==> src/rtl/icache_pkg.sv <==
// Package: types shared by the instruction cache controller.
package icache_pkg;
    typedef enum logic [2:0] {
        ST_IDLE,
        ST_LOOKUP,
        ST_FILL,
        ST_HOLD,
        ST_BYPASS,
        ST_RESP
    } ic_state_e;
endpackage

==> src/rtl/icache_tag_store.sv <==
// Tag store: valid bit, tag and saturating age per way of every set.
// Assumes SETS and WAYS are powers of two, WAYS >= 2, and that at most
// one update command is active in any cycle (the controller guarantees it).
module icache_tag_store #(
    parameter int SETS       = 4,
    parameter int WAYS       = 2,
    parameter int TAG_W      = 26,
    parameter int AGE_LEVELS = 4,
    localparam int SET_W     = $clog2(SETS),
    localparam int WAY_W     = $clog2(WAYS),
    localparam int AGE_W     = $clog2(AGE_LEVELS)
) (
    input  logic                  clk,
    input  logic                  rst_n,
    input  logic [SET_W-1:0]      lk_set,
    input  logic [TAG_W-1:0]      lk_tag,
    output logic [WAYS-1:0]       hit_vec,
    output logic [WAYS-1:0]       valid_vec,
    output logic [WAYS*AGE_W-1:0] age_flat,
    input  logic                  touch_en,
    input  logic [WAY_W-1:0]      touch_way,
    input  logic                  kill_en,
    input  logic [WAY_W-1:0]      kill_way,
    input  logic                  fill_en,
    input  logic [WAY_W-1:0]      fill_way,
    input  logic                  inv_match_en,
    input  logic                  inv_set_en
);
    localparam logic [AGE_W-1:0] AGE_MAX = AGE_W'(AGE_LEVELS - 1);

    logic [TAG_W-1:0] tag_q   [SETS][WAYS];
    logic             valid_q [SETS][WAYS];
    logic [AGE_W-1:0] age_q   [SETS][WAYS];

    // Per-way compare and read-out of the looked-up set.
    for (genvar w = 0; w < WAYS; w++) begin : g_way
        assign hit_vec[w]                 = valid_q[lk_set][w] && (tag_q[lk_set][w] == lk_tag);
        assign valid_vec[w]               = valid_q[lk_set][w];
        assign age_flat[w*AGE_W +: AGE_W] = age_q[lk_set][w];
    end

    // Apply hit, kill, fill and invalidate updates to the looked-up set.
    always_ff @(posedge clk) begin
        if (!rst_n) begin
            for (int s = 0; s < SETS; s++) begin
                for (int w = 0; w < WAYS; w++) begin
                    tag_q[s][w]   <= '0;
                    valid_q[s][w] <= 1'b0;
                    age_q[s][w]   <= '0;
                end
            end
        end else begin
            if (touch_en) begin
                for (int w = 0; w < WAYS; w++) begin
                    if (WAY_W'(w) == touch_way)
                        age_q[lk_set][w] <= AGE_MAX;
                    else if (age_q[lk_set][w] > age_q[lk_set][touch_way])
                        age_q[lk_set][w] <= age_q[lk_set][w] - 1'b1;
                end
            end
            if (kill_en)
                valid_q[lk_set][kill_way] <= 1'b0;
            if (fill_en) begin
                tag_q[lk_set][fill_way]   <= lk_tag;
                valid_q[lk_set][fill_way] <= 1'b1;
                for (int w = 0; w < WAYS; w++) begin
                    if (WAY_W'(w) == fill_way)
                        age_q[lk_set][w] <= AGE_MAX;
                    else if (age_q[lk_set][w] != '0)
                        age_q[lk_set][w] <= age_q[lk_set][w] - 1'b1;
                end
            end
            if (inv_match_en) begin
                for (int w = 0; w < WAYS; w++) begin
                    if (hit_vec[w]) begin
                        valid_q[lk_set][w] <= 1'b0;
                        age_q[lk_set][w]   <= '0;
                    end
                end
            end
            if (inv_set_en) begin
                for (int w = 0; w < WAYS; w++) begin
                    valid_q[lk_set][w] <= 1'b0;
                    age_q[lk_set][w]   <= '0;
                end
            end
        end
    end
endmodule

==> src/rtl/icache_victim.sv <==
// Victim selection: lowest invalid way, otherwise the lowest-index way
// with the smallest age. Purely combinational.
module icache_victim #(
    parameter int WAYS  = 2,
    parameter int AGE_W = 2,
    localparam int WAY_W = $clog2(WAYS)
) (
    input  logic [WAYS-1:0]       valid_vec,
    input  logic [WAYS*AGE_W-1:0] age_flat,
    output logic [WAY_W-1:0]      victim
);
    // Scan for the first invalid way, then for the minimum age.
    always_comb begin
        logic             found;
        logic [AGE_W-1:0] best;
        found  = 1'b0;
        best   = '1;
        victim = '0;
        for (int w = 0; w < WAYS; w++) begin
            if (!valid_vec[w] && !found) begin
                victim = WAY_W'(w);
                found  = 1'b1;
            end
        end
        if (!found) begin
            for (int w = 0; w < WAYS; w++) begin
                if (age_flat[w*AGE_W +: AGE_W] < best) begin
                    best   = age_flat[w*AGE_W +: AGE_W];
                    victim = WAY_W'(w);
                end
            end
        end
    end
endmodule

==> src/rtl/icache_data_store.sv <==
// Line data: one 32-bit word per (set, way, offset); one write port and
// one combinational read port.
module icache_data_store #(
    parameter int DEPTH  = 32,
    localparam int IDX_W = $clog2(DEPTH)
) (
    input  logic             clk,
    input  logic             we,
    input  logic [IDX_W-1:0] waddr,
    input  logic [31:0]      wdata,
    input  logic [IDX_W-1:0] raddr,
    output logic [31:0]      rdata
);
    logic [31:0] mem_q [DEPTH];

    // Store one refill word.
    always_ff @(posedge clk) begin
        if (we)
            mem_q[waddr] <= wdata;
    end

    assign rdata = mem_q[raddr];
endmodule

==> src/rtl/icache_ctrl.sv <==
// Instruction cache controller top. Accepts one fetch at a time, looks the
// line up, refills it critical-word-first on a miss, bypasses when disabled,
// and services invalidates while idle. Assumes HIT_DELAY, MISS_DELAY >= 1,
// LINE_WORDS >= 2, and the memory answers data/error together with ready.
module icache_ctrl
    import icache_pkg::*;
#(
    parameter int ADDR_W     = 32,
    parameter int SETS       = 4,
    parameter int WAYS       = 2,
    parameter int LINE_WORDS = 4,
    parameter int AGE_LEVELS = 4,
    parameter int HIT_DELAY  = 1,
    parameter int MISS_DELAY = 2
) (
    input  logic              clk,
    input  logic              rst_n,
    input  logic              cache_en,
    input  logic              req_valid,
    input  logic [ADDR_W-1:0] req_addr,
    output logic              req_ready,
    input  logic              inv_valid,
    input  logic [ADDR_W-1:0] inv_addr,
    output logic              inv_ready,
    output logic              resp_done,
    output logic [31:0]       resp_data,
    output logic              resp_err,
    output logic              mem_rd_valid,
    output logic [ADDR_W-1:0] mem_rd_addr,
    input  logic              mem_rd_ready,
    input  logic [31:0]       mem_rd_data,
    input  logic              mem_rd_err
);
    localparam int OFF_W   = $clog2(LINE_WORDS);
    localparam int SET_W   = $clog2(SETS);
    localparam int WAY_W   = $clog2(WAYS);
    localparam int AGE_W   = $clog2(AGE_LEVELS);
    localparam int TAG_W   = ADDR_W - 2 - OFF_W - SET_W;
    localparam int DLY_MAX = (HIT_DELAY > MISS_DELAY) ? HIT_DELAY : MISS_DELAY;
    localparam int CNT_W   = $clog2(DLY_MAX + 1);
    localparam int DEPTH   = SETS * WAYS * LINE_WORDS;

    ic_state_e          state_q;
    logic [ADDR_W-1:0]  addr_q;
    logic [WAY_W-1:0]   way_q;
    logic [OFF_W-1:0]   beat_q;
    logic [CNT_W-1:0]   cnt_q;
    logic [31:0]        data_q;
    logic               err_q;

    logic [OFF_W-1:0]   req_off, fill_word;
    logic [SET_W-1:0]   req_set, inv_set, lk_set;
    logic [TAG_W-1:0]   req_tag, inv_tag, lk_tag;
    logic [WAYS-1:0]    hit_vec, valid_vec;
    logic [WAYS*AGE_W-1:0] age_flat;
    logic [WAY_W-1:0]   hit_way, victim;
    logic               hit_any, beat_last, beat_ok;
    logic [31:0]        rd_word;
    logic               unused_bits;

    assign req_off   = addr_q[2 +: OFF_W];
    assign req_set   = addr_q[2 + OFF_W +: SET_W];
    assign req_tag   = addr_q[ADDR_W-1 -: TAG_W];
    assign inv_set   = inv_addr[2 + OFF_W +: SET_W];
    assign inv_tag   = inv_addr[ADDR_W-1 -: TAG_W];
    assign lk_set    = (state_q == ST_IDLE) ? inv_set : req_set;
    assign lk_tag    = (state_q == ST_IDLE) ? inv_tag : req_tag;
    assign fill_word = req_off + beat_q;
    assign beat_last = (beat_q == OFF_W'(LINE_WORDS - 1));
    assign beat_ok   = (state_q == ST_FILL) && mem_rd_ready && !mem_rd_err;
    assign hit_any   = |hit_vec;
    assign unused_bits = ^{req_addr[1:0], inv_addr[1 + OFF_W:0], addr_q[1:0]};

    assign req_ready    = (state_q == ST_IDLE) && !inv_valid;
    assign inv_ready    = (state_q == ST_IDLE);
    assign resp_done    = (state_q == ST_RESP);
    assign resp_data    = data_q;
    assign resp_err     = err_q;
    assign mem_rd_valid = (state_q == ST_FILL) || (state_q == ST_BYPASS);
    assign mem_rd_addr  = (state_q == ST_FILL)
                        ? {addr_q[ADDR_W-1:2+OFF_W], fill_word, 2'b00}
                        : {addr_q[ADDR_W-1:2], 2'b00};

    // Encode the matching way of the current lookup.
    always_comb begin
        hit_way = '0;
        for (int w = 0; w < WAYS; w++)
            if (hit_vec[w]) hit_way = WAY_W'(w);
    end

    icache_tag_store #(
        .SETS(SETS), .WAYS(WAYS), .TAG_W(TAG_W), .AGE_LEVELS(AGE_LEVELS)
    ) u_tags (
        .clk(clk), .rst_n(rst_n),
        .lk_set(lk_set), .lk_tag(lk_tag),
        .hit_vec(hit_vec), .valid_vec(valid_vec), .age_flat(age_flat),
        .touch_en((state_q == ST_LOOKUP) && hit_any), .touch_way(hit_way),
        .kill_en((state_q == ST_LOOKUP) && !hit_any), .kill_way(victim),
        .fill_en(beat_ok && beat_last), .fill_way(way_q),
        .inv_match_en((state_q == ST_IDLE) && inv_valid && cache_en),
        .inv_set_en((state_q == ST_IDLE) && inv_valid && !cache_en)
    );

    icache_victim #(.WAYS(WAYS), .AGE_W(AGE_W)) u_victim (
        .valid_vec(valid_vec), .age_flat(age_flat), .victim(victim)
    );

    icache_data_store #(.DEPTH(DEPTH)) u_data (
        .clk(clk), .we(beat_ok),
        .waddr({req_set, way_q, fill_word}), .wdata(mem_rd_data),
        .raddr({req_set, hit_way, req_off}), .rdata(rd_word)
    );

    // Fetch sequencing: accept, look up, refill or bypass, delay, respond.
    always_ff @(posedge clk) begin
        if (!rst_n) begin
            state_q <= ST_IDLE;
            addr_q  <= '0;
            way_q   <= '0;
            beat_q  <= '0;
            cnt_q   <= '0;
            data_q  <= '0;
            err_q   <= 1'b0;
        end else begin
            case (state_q)
                ST_IDLE: if (!inv_valid && req_valid) begin
                    addr_q  <= req_addr;
                    state_q <= cache_en ? ST_LOOKUP : ST_BYPASS;
                end
                ST_LOOKUP: if (hit_any) begin
                    data_q  <= rd_word;
                    err_q   <= 1'b0;
                    cnt_q   <= CNT_W'(HIT_DELAY - 1);
                    state_q <= ST_HOLD;
                end else begin
                    way_q   <= victim;
                    beat_q  <= '0;
                    state_q <= ST_FILL;
                end
                ST_FILL: if (mem_rd_ready) begin
                    if (mem_rd_err) begin
                        data_q  <= '0;
                        err_q   <= 1'b1;
                        state_q <= ST_RESP;
                    end else begin
                        if (beat_q == '0) data_q <= mem_rd_data;
                        beat_q <= beat_q + 1'b1;
                        if (beat_last) begin
                            err_q   <= 1'b0;
                            cnt_q   <= CNT_W'(MISS_DELAY - 1);
                            state_q <= ST_HOLD;
                        end
                    end
                end
                ST_HOLD: if (cnt_q == '0) state_q <= ST_RESP;
                         else cnt_q <= cnt_q - 1'b1;
                ST_BYPASS: if (mem_rd_ready) begin
                    data_q  <= mem_rd_err ? 32'h0 : mem_rd_data;
                    err_q   <= mem_rd_err;
                    state_q <= ST_RESP;
                end
                default: state_q <= ST_IDLE;
            endcase
        end
    end
endmodule

==> config.mk <==
export PLATFORM = sky130hd
export DESIGN_NAME = icache_ctrl
export DESIGN_NICKNAME = d
export VERILOG_FILES = /design/src/rtl/icache_pkg.sv /design/src/rtl/icache_tag_store.sv /design/src/rtl/icache_victim.sv /design/src/rtl/icache_data_store.sv /design/src/rtl/icache_ctrl.sv
export SDC_FILE = /design/constraint.sdc
export NUM_CORES = 1
export LEC_CHECK = 0
export CORE_MARGIN = 2
export CORE_UTILIZATION = 52
export CTS_CLUSTER_SIZE = 14
export DETAILED_ROUTE_END_ITERATION = 10
export DONT_BUFFER_PORTS = 1
export GPL_TIMING_DRIVEN = 0
export PLACE_DENSITY_LB_ADDON = 0.05
export SYNTH_ARGS = -nofsm -noshare
export SYNTH_HDL_FRONTEND = slang
export SYNTH_SLANG_ARGS = --single-unit
export TNS_END_PERCENT = 1
==> constraint.sdc <==
create_clock -name clk -period 9.5 [get_ports clk]
set_input_delay 0.475 -clock clk [delete_from_list [all_inputs] [get_ports clk]]
set_output_delay 0.475 -clock clk [all_outputs]
set_load 0.02 [all_outputs]
* Word-level counts from Yosys, hierarchy flattened
Memories as Yosys holds them, arrays and structs flattened.
Index checks and enable logic that the tools add are counted.
** Storage, ports and cells
- Flip-flop bits (word level) :: 73
- Bits in writable memories :: 1256
- Output and inout port bits :: 69
- Logic and storage cells :: 238
- Memories :: 4
** Memory list
- u_data.mem_q :: words 32, bits a word 32, rd ports 1, clocked after memory_dff 0, wr ports 1, RTL line icache_data_store.sv:14 : logic [31:0] mem_q [DEPTH];
- u_tags.tag_q :: words 4, bits a word 52, rd ports 1, clocked after memory_dff 0, wr ports 4, RTL line icache_tag_store.sv:31 : logic [TAG_W-1:0] tag_q [SETS][WAYS];
- u_tags.age_q :: words 4, bits a word 4, rd ports 1, clocked after memory_dff 0, wr ports 4, RTL line icache_tag_store.sv:33 : logic [AGE_W-1:0] age_q [SETS][WAYS];
- u_tags.valid_q :: words 4, bits a word 2, rd ports 1, clocked after memory_dff 0, wr ports 4, RTL line icache_tag_store.sv:32 : logic valid_q [SETS][WAYS];
** Cells by class
- $add $sub $neg :: 5
- Magnitude comparators :: 9
- Equality and inequality tests :: 19
- Mux-type cells :: 134
- Bitwise gates (word level) :: 20
- Reduce and logical (&&, ||, !) cells :: 40
** Operators with widths (count)
- 32-bit two-way mux :: 6
- 52-bit two-way mux :: 3
- 32-bit one-hot mux with 3 select lines :: 1
- 1-bit two-way mux :: 74
- 2-bit two-way mux :: 32
- 26-bit equality test :: 2
- 26-bit two-way mux :: 2
- 52-bit OR reduction :: 1
- 26-bit demux with 1-bit select :: 1
- 3-bit two-way mux :: 7
- 2-bit != test (second input constant) :: 8
- 1-bit bitwise OR :: 16
- 1-bit logical AND :: 15
- 3-bit one-hot mux with 5 select lines :: 1
- 5-bit AND reduction :: 3
- 4-bit two-way mux :: 2
- 3-bit by 2-bit equality test with 1-bit output (second input constant) :: 2
- 3-bit equality test (second input constant) :: 2
- 2-bit >= comparator (second input constant) :: 3
- 1-bit NOT with 2-bit output :: 3
- 2-bit one-hot mux with 3 select lines :: 1
- 6-bit AND reduction :: 1
- 2-bit nonzero test :: 3
- 3-bit nonzero test :: 2
- 24 further kinds :: 36

* Longest topological paths before layout
An unclocked memory read counts as a cell.
- Word-level depth :: 23
- Depth in mapped cells :: 23

* Cells and area by module
Synthesis repeated with hierarchy kept, for this count alone.
** Unflattened totals
- Cell total of the unflattened synthesis :: 3589
- Area total of the unflattened synthesis :: 55829.8 um^2
** Modules (own cells, without submodules)
- icache_data_store :: times used 1, cells an instance 2228, area each 39855.7 um^2, sequential area each 30749.5 um^2
- icache_tag_store :: times used 1, cells an instance 861, area each 11728.7 um^2, sequential area each 6946.7 um^2
- icache_ctrl :: times used 1, cells an instance 495, area each 4206.5 um^2, sequential area each 1421.4 um^2
- icache_victim :: times used 1, cells an instance 5, area each 38.8 um^2, sequential area each 0.0 um^2

* Worst setup path before layout
No wires, ideal clock.
- Kind :: reg2reg
- Start point :: register state_q[0]
- End point :: memory u_tags.age_q[1][0] in the netlist's numbering, enable pin
- Arrival :: 4714 ps
- Data required time :: 9173 ps
- Setup slack :: 4459 ps
- Cell stages (with the launch flop) :: 22
- Period minus slack after synthesis :: 5041 ps
- Cell sequence :: dfxtp_1 buf_6 or3_1 buf_2 inv_2 buf_6 buf_6 mux2i_1 xor2_1 a21oi_1 and3_1 o2111ai_1 or4b_1 buf_2 clkbuf_1 o21ai_0 ha_1 or3_1 a21oi_1 a31o_4 a211oi_2 o21ai_0
** RTL lines
- start: declaration :: RTL line icache_ctrl.sv:43 : ic_state_e state_q;
- start signal: assignment :: RTL line icache_ctrl.sv:128 : state_q <= cache_en ? ST_LOOKUP : ST_BYPASS;
- end: declaration :: RTL line icache_tag_store.sv:33

==> flow_summary.toml <==
[clock_tree]
cts_resized = 0
cts_tree = "built"
htree_levels = 4
cts_buffers = 141
clock_latency_ns = 0.76
cts_sinks = 1327
clk_pin_slew_worst_paths_ns = 0.06
clockBufferDepth = 3
cts-root-buf = "clkbuf_16"

[floorplanning]
placementRows = 119
die_x_um = 329
chipHeight_um = 329
die_area_sq_um = 108000
start_util_pct = 52.2
core_area_sq_um = 105000
ios = 172

[power]
powerDensity_nw_per_um2 = 240
p_leak_nw = 20.2
ir_drop_v = 0.000244

[worst_setup_path]
cp.required_ns = 9.91
r2r_start = "state_q[1]"
cp_max_fo = 10
start_kind = "flop"
crit_arrival_ns = 7.40
crit_start = "state_q[1]"
critPathKind = "flop to flop"
endpoint_kind = "flop"

[routing]
post-route-drc-count = 0
antenna_left = 0
via_count = 30700
drtIter0Drc = 3582
drt_first_pass_iters = 5
wire_per_inst_um = 32.9
drt-vias-per-instance = 6.31
totalWireLength_mm = 160

[placed_design]
place.gp.congestion = 0.922
dp_cells = 4528
io_buffers = 0
hpwl_mm = 107

[yosys]
synthMuxAreaShare_pct = 16.1
yosysSeqAreaShare_pct = 71.4
synthSimpleGateAreaFrac_pct = 5.47
synth_warnings = 0
synth_top_flop_cell = "edfxtp_1"
syn_area_sq_um = 54800
yosys.area_share.adder_pct = 0.228
synth_xor_area_share_pct = 0.895
async_reset_ff_share_pct = 0
ys_seq_elements = 1327
synth_cells = 3099
synth.distinct_cells = 74
synth_compound_area_share_pct = 3.60
synth_top_family_by_area = "multiplexers"
syn_avg_cell_area_sq_um = 17.7
synth_edf_count = 1254

[sta]
rsz0062_at_grt = "false"
skew_ns = 0.0261
hold_viol = 0
max_freq_mhz = 143
setup_viol_count_final = 0
finalMaxSlewViolations = 0
period_needed_ns = 6.99
setup-tns-final_ns = 0
finalCritPeriodShare_pct = 73.6
slew_headroom_pct = 3.12
tightest_slew_ns = 1.45

[global_route]
grt_overflow = 0
grt_first_pass_wirelength_mm = 225
grt_pass1_vias = 31300
antenna_found_initial = 2
grt_start_max_net_pins = 33
track_usage_pct = 29.9

[final_layout]
fillers = 7730
syn_to_final_growth_pct = 14.4
fin_nets = 3455
instances_no_fill = 4857
drive_gt1_share_pct = 21.1
final_common_cell = "edfxtp_1"
final_cell_mix = "edfxtp_1 (1254), mux4_2 (333), nor2_1 (242)"

[hold_path]
hp-class = "input pin to flop"
hp-start = "mem_rd_data[7]"

[job]
drv_cap = 0

[status]
outcome = "complete, no violations"
-- final timing paths --
kind	to	slack (ns)	depth (start not counted)
worst max-delay path	u_tags.age_q[2][0]	2.51	18
worst min-delay path	resp_data[7]	0.06	3
worst max register to register	u_tags.age_q[2][0]	2.51	18
worst min register to register	cnt_q[1]	0.47	2
-- per-layer routing --
layer / routed length (um) / track usage (%) / vias up / part of all wire, %
met4: 6620 / 12.4 / 0 / 4.1
met5: 0 / 0 / - / 0
met3: 12700 / 6.53 / 295 / 7.9
li1: - / - / 12800 / -
met1: 61000 / 38.8 / 16200 / 38
met2: 79300 / 49.5 / 1377 / 50
-- worst max-delay path: stages (launching register included) --
cell	delay [ns]
dfxtp_1	0.37
buf_2	0.22
o31ai_2	0.95
and2_4	0.32
buf_2	0.27
buf_2	0.37
buf_1	0.77
nand4_1	0.24
nand4_1	0.22
or4b_1	0.12
buf_2	0.43
clkbuf_1	0.54
o21ai_0	0.24
ha_1	0.33
or3_1	0.36
a21oi_1	0.22
a31o_4	0.22
a211oi_2	0.08
o21ai_0	0.32
-- sequential cells by signal, indices dropped and copies added, names as in the netlist, 3 cells and up --
register	count
addr_q	30
u_tags.age_q	16
resp_data	32
u_data.mem_q	1024
state_q	3
u_tags.tag_q	208
u_tags.valid_q	8
-- area by class of cell --
type,instances,area (sq um),share of cell area [%]
sequential,1327,39100,62.4
antenna,4,10.0,0.0160
tap,1391,1740,2.78
multi-input combinational,1489,14700,23.4
timing repair buffer,99,1440,2.30
buffer,230,1100,1.75
inverter,54,203,0.323
clock buffer,185,3790,6.04
clock inverter,78,666,1.06
-- cell usage after synthesis (all sizes together) (32+ instances only) --
master | instances | share of area, %
nor2 | 275 | 1.9
o21ai | 88 | 0.80
xnor2 | 32 | 0.51
inv | 54 | 0.37
a21oi | 37 | 0.35
buf | 100 | 1.1
mux4 | 333 | 14
mux2i | 103 | 1.9
nand3 | 85 | 0.78
a21boi | 34 | 0.47
dfxtp | 73 | 2.7
edfxtp | 1254 | 69
a32o | 32 | 0.58
nand2 | 198 | 1.4
clkbuf | 130 | 0.89
-- timing repair --
action / 4_1_cts / 5_1_grt
hold buffers: 62 / 0
buffers inserted: 0 / 0
hold endpoints to repair: 1053 / 0
-- where the power goes --
part | switching [W] | internal [W]
Combinational | 0.00202 | 0.00107
Clock | 0.00230 | 0.00302
Sequential | 0.000125 | 0.00651
Total | 0.00445 | 0.0106
-- metrics by stage --
stage                     hold slack, ns  power, W  instance area (sq um)  worst slack (ns)  utilization (%)
after CTS                        0.00542    0.0151                  62700              2.53             59.7
after floorplan                    0.429   0.00866                  54800              4.46                -
final                             0.0582    0.0151                  62700              2.51             59.7
after global routing              0.0518    0.0155                  62700              2.28             59.7
after detailed placement           0.470   0.00975                  57600              2.59             54.9
after global placement             0.449   0.00970                  56600              1.91             53.9
-- logic make-up (layout without fill, tap and decap cells) --
| kind of cell | Yosys count | in the layout |
|---|---|---|
| flip-flops | 1327 | 1327 |
| AND/OR/NAND/NOR | 676 | 676 |
| multiplexers | 460 | 460 |
| AO/OA/AOI/OAI | 285 | 285 |
| buffers and inverters | 284 | 646 |
| XOR/XNOR | 56 | 56 |
| adder cells (fa/ha/maj) | 10 | 10 |
| other | 1 | 6 |
No activity file was read; power rests on OpenSTA's default activity.
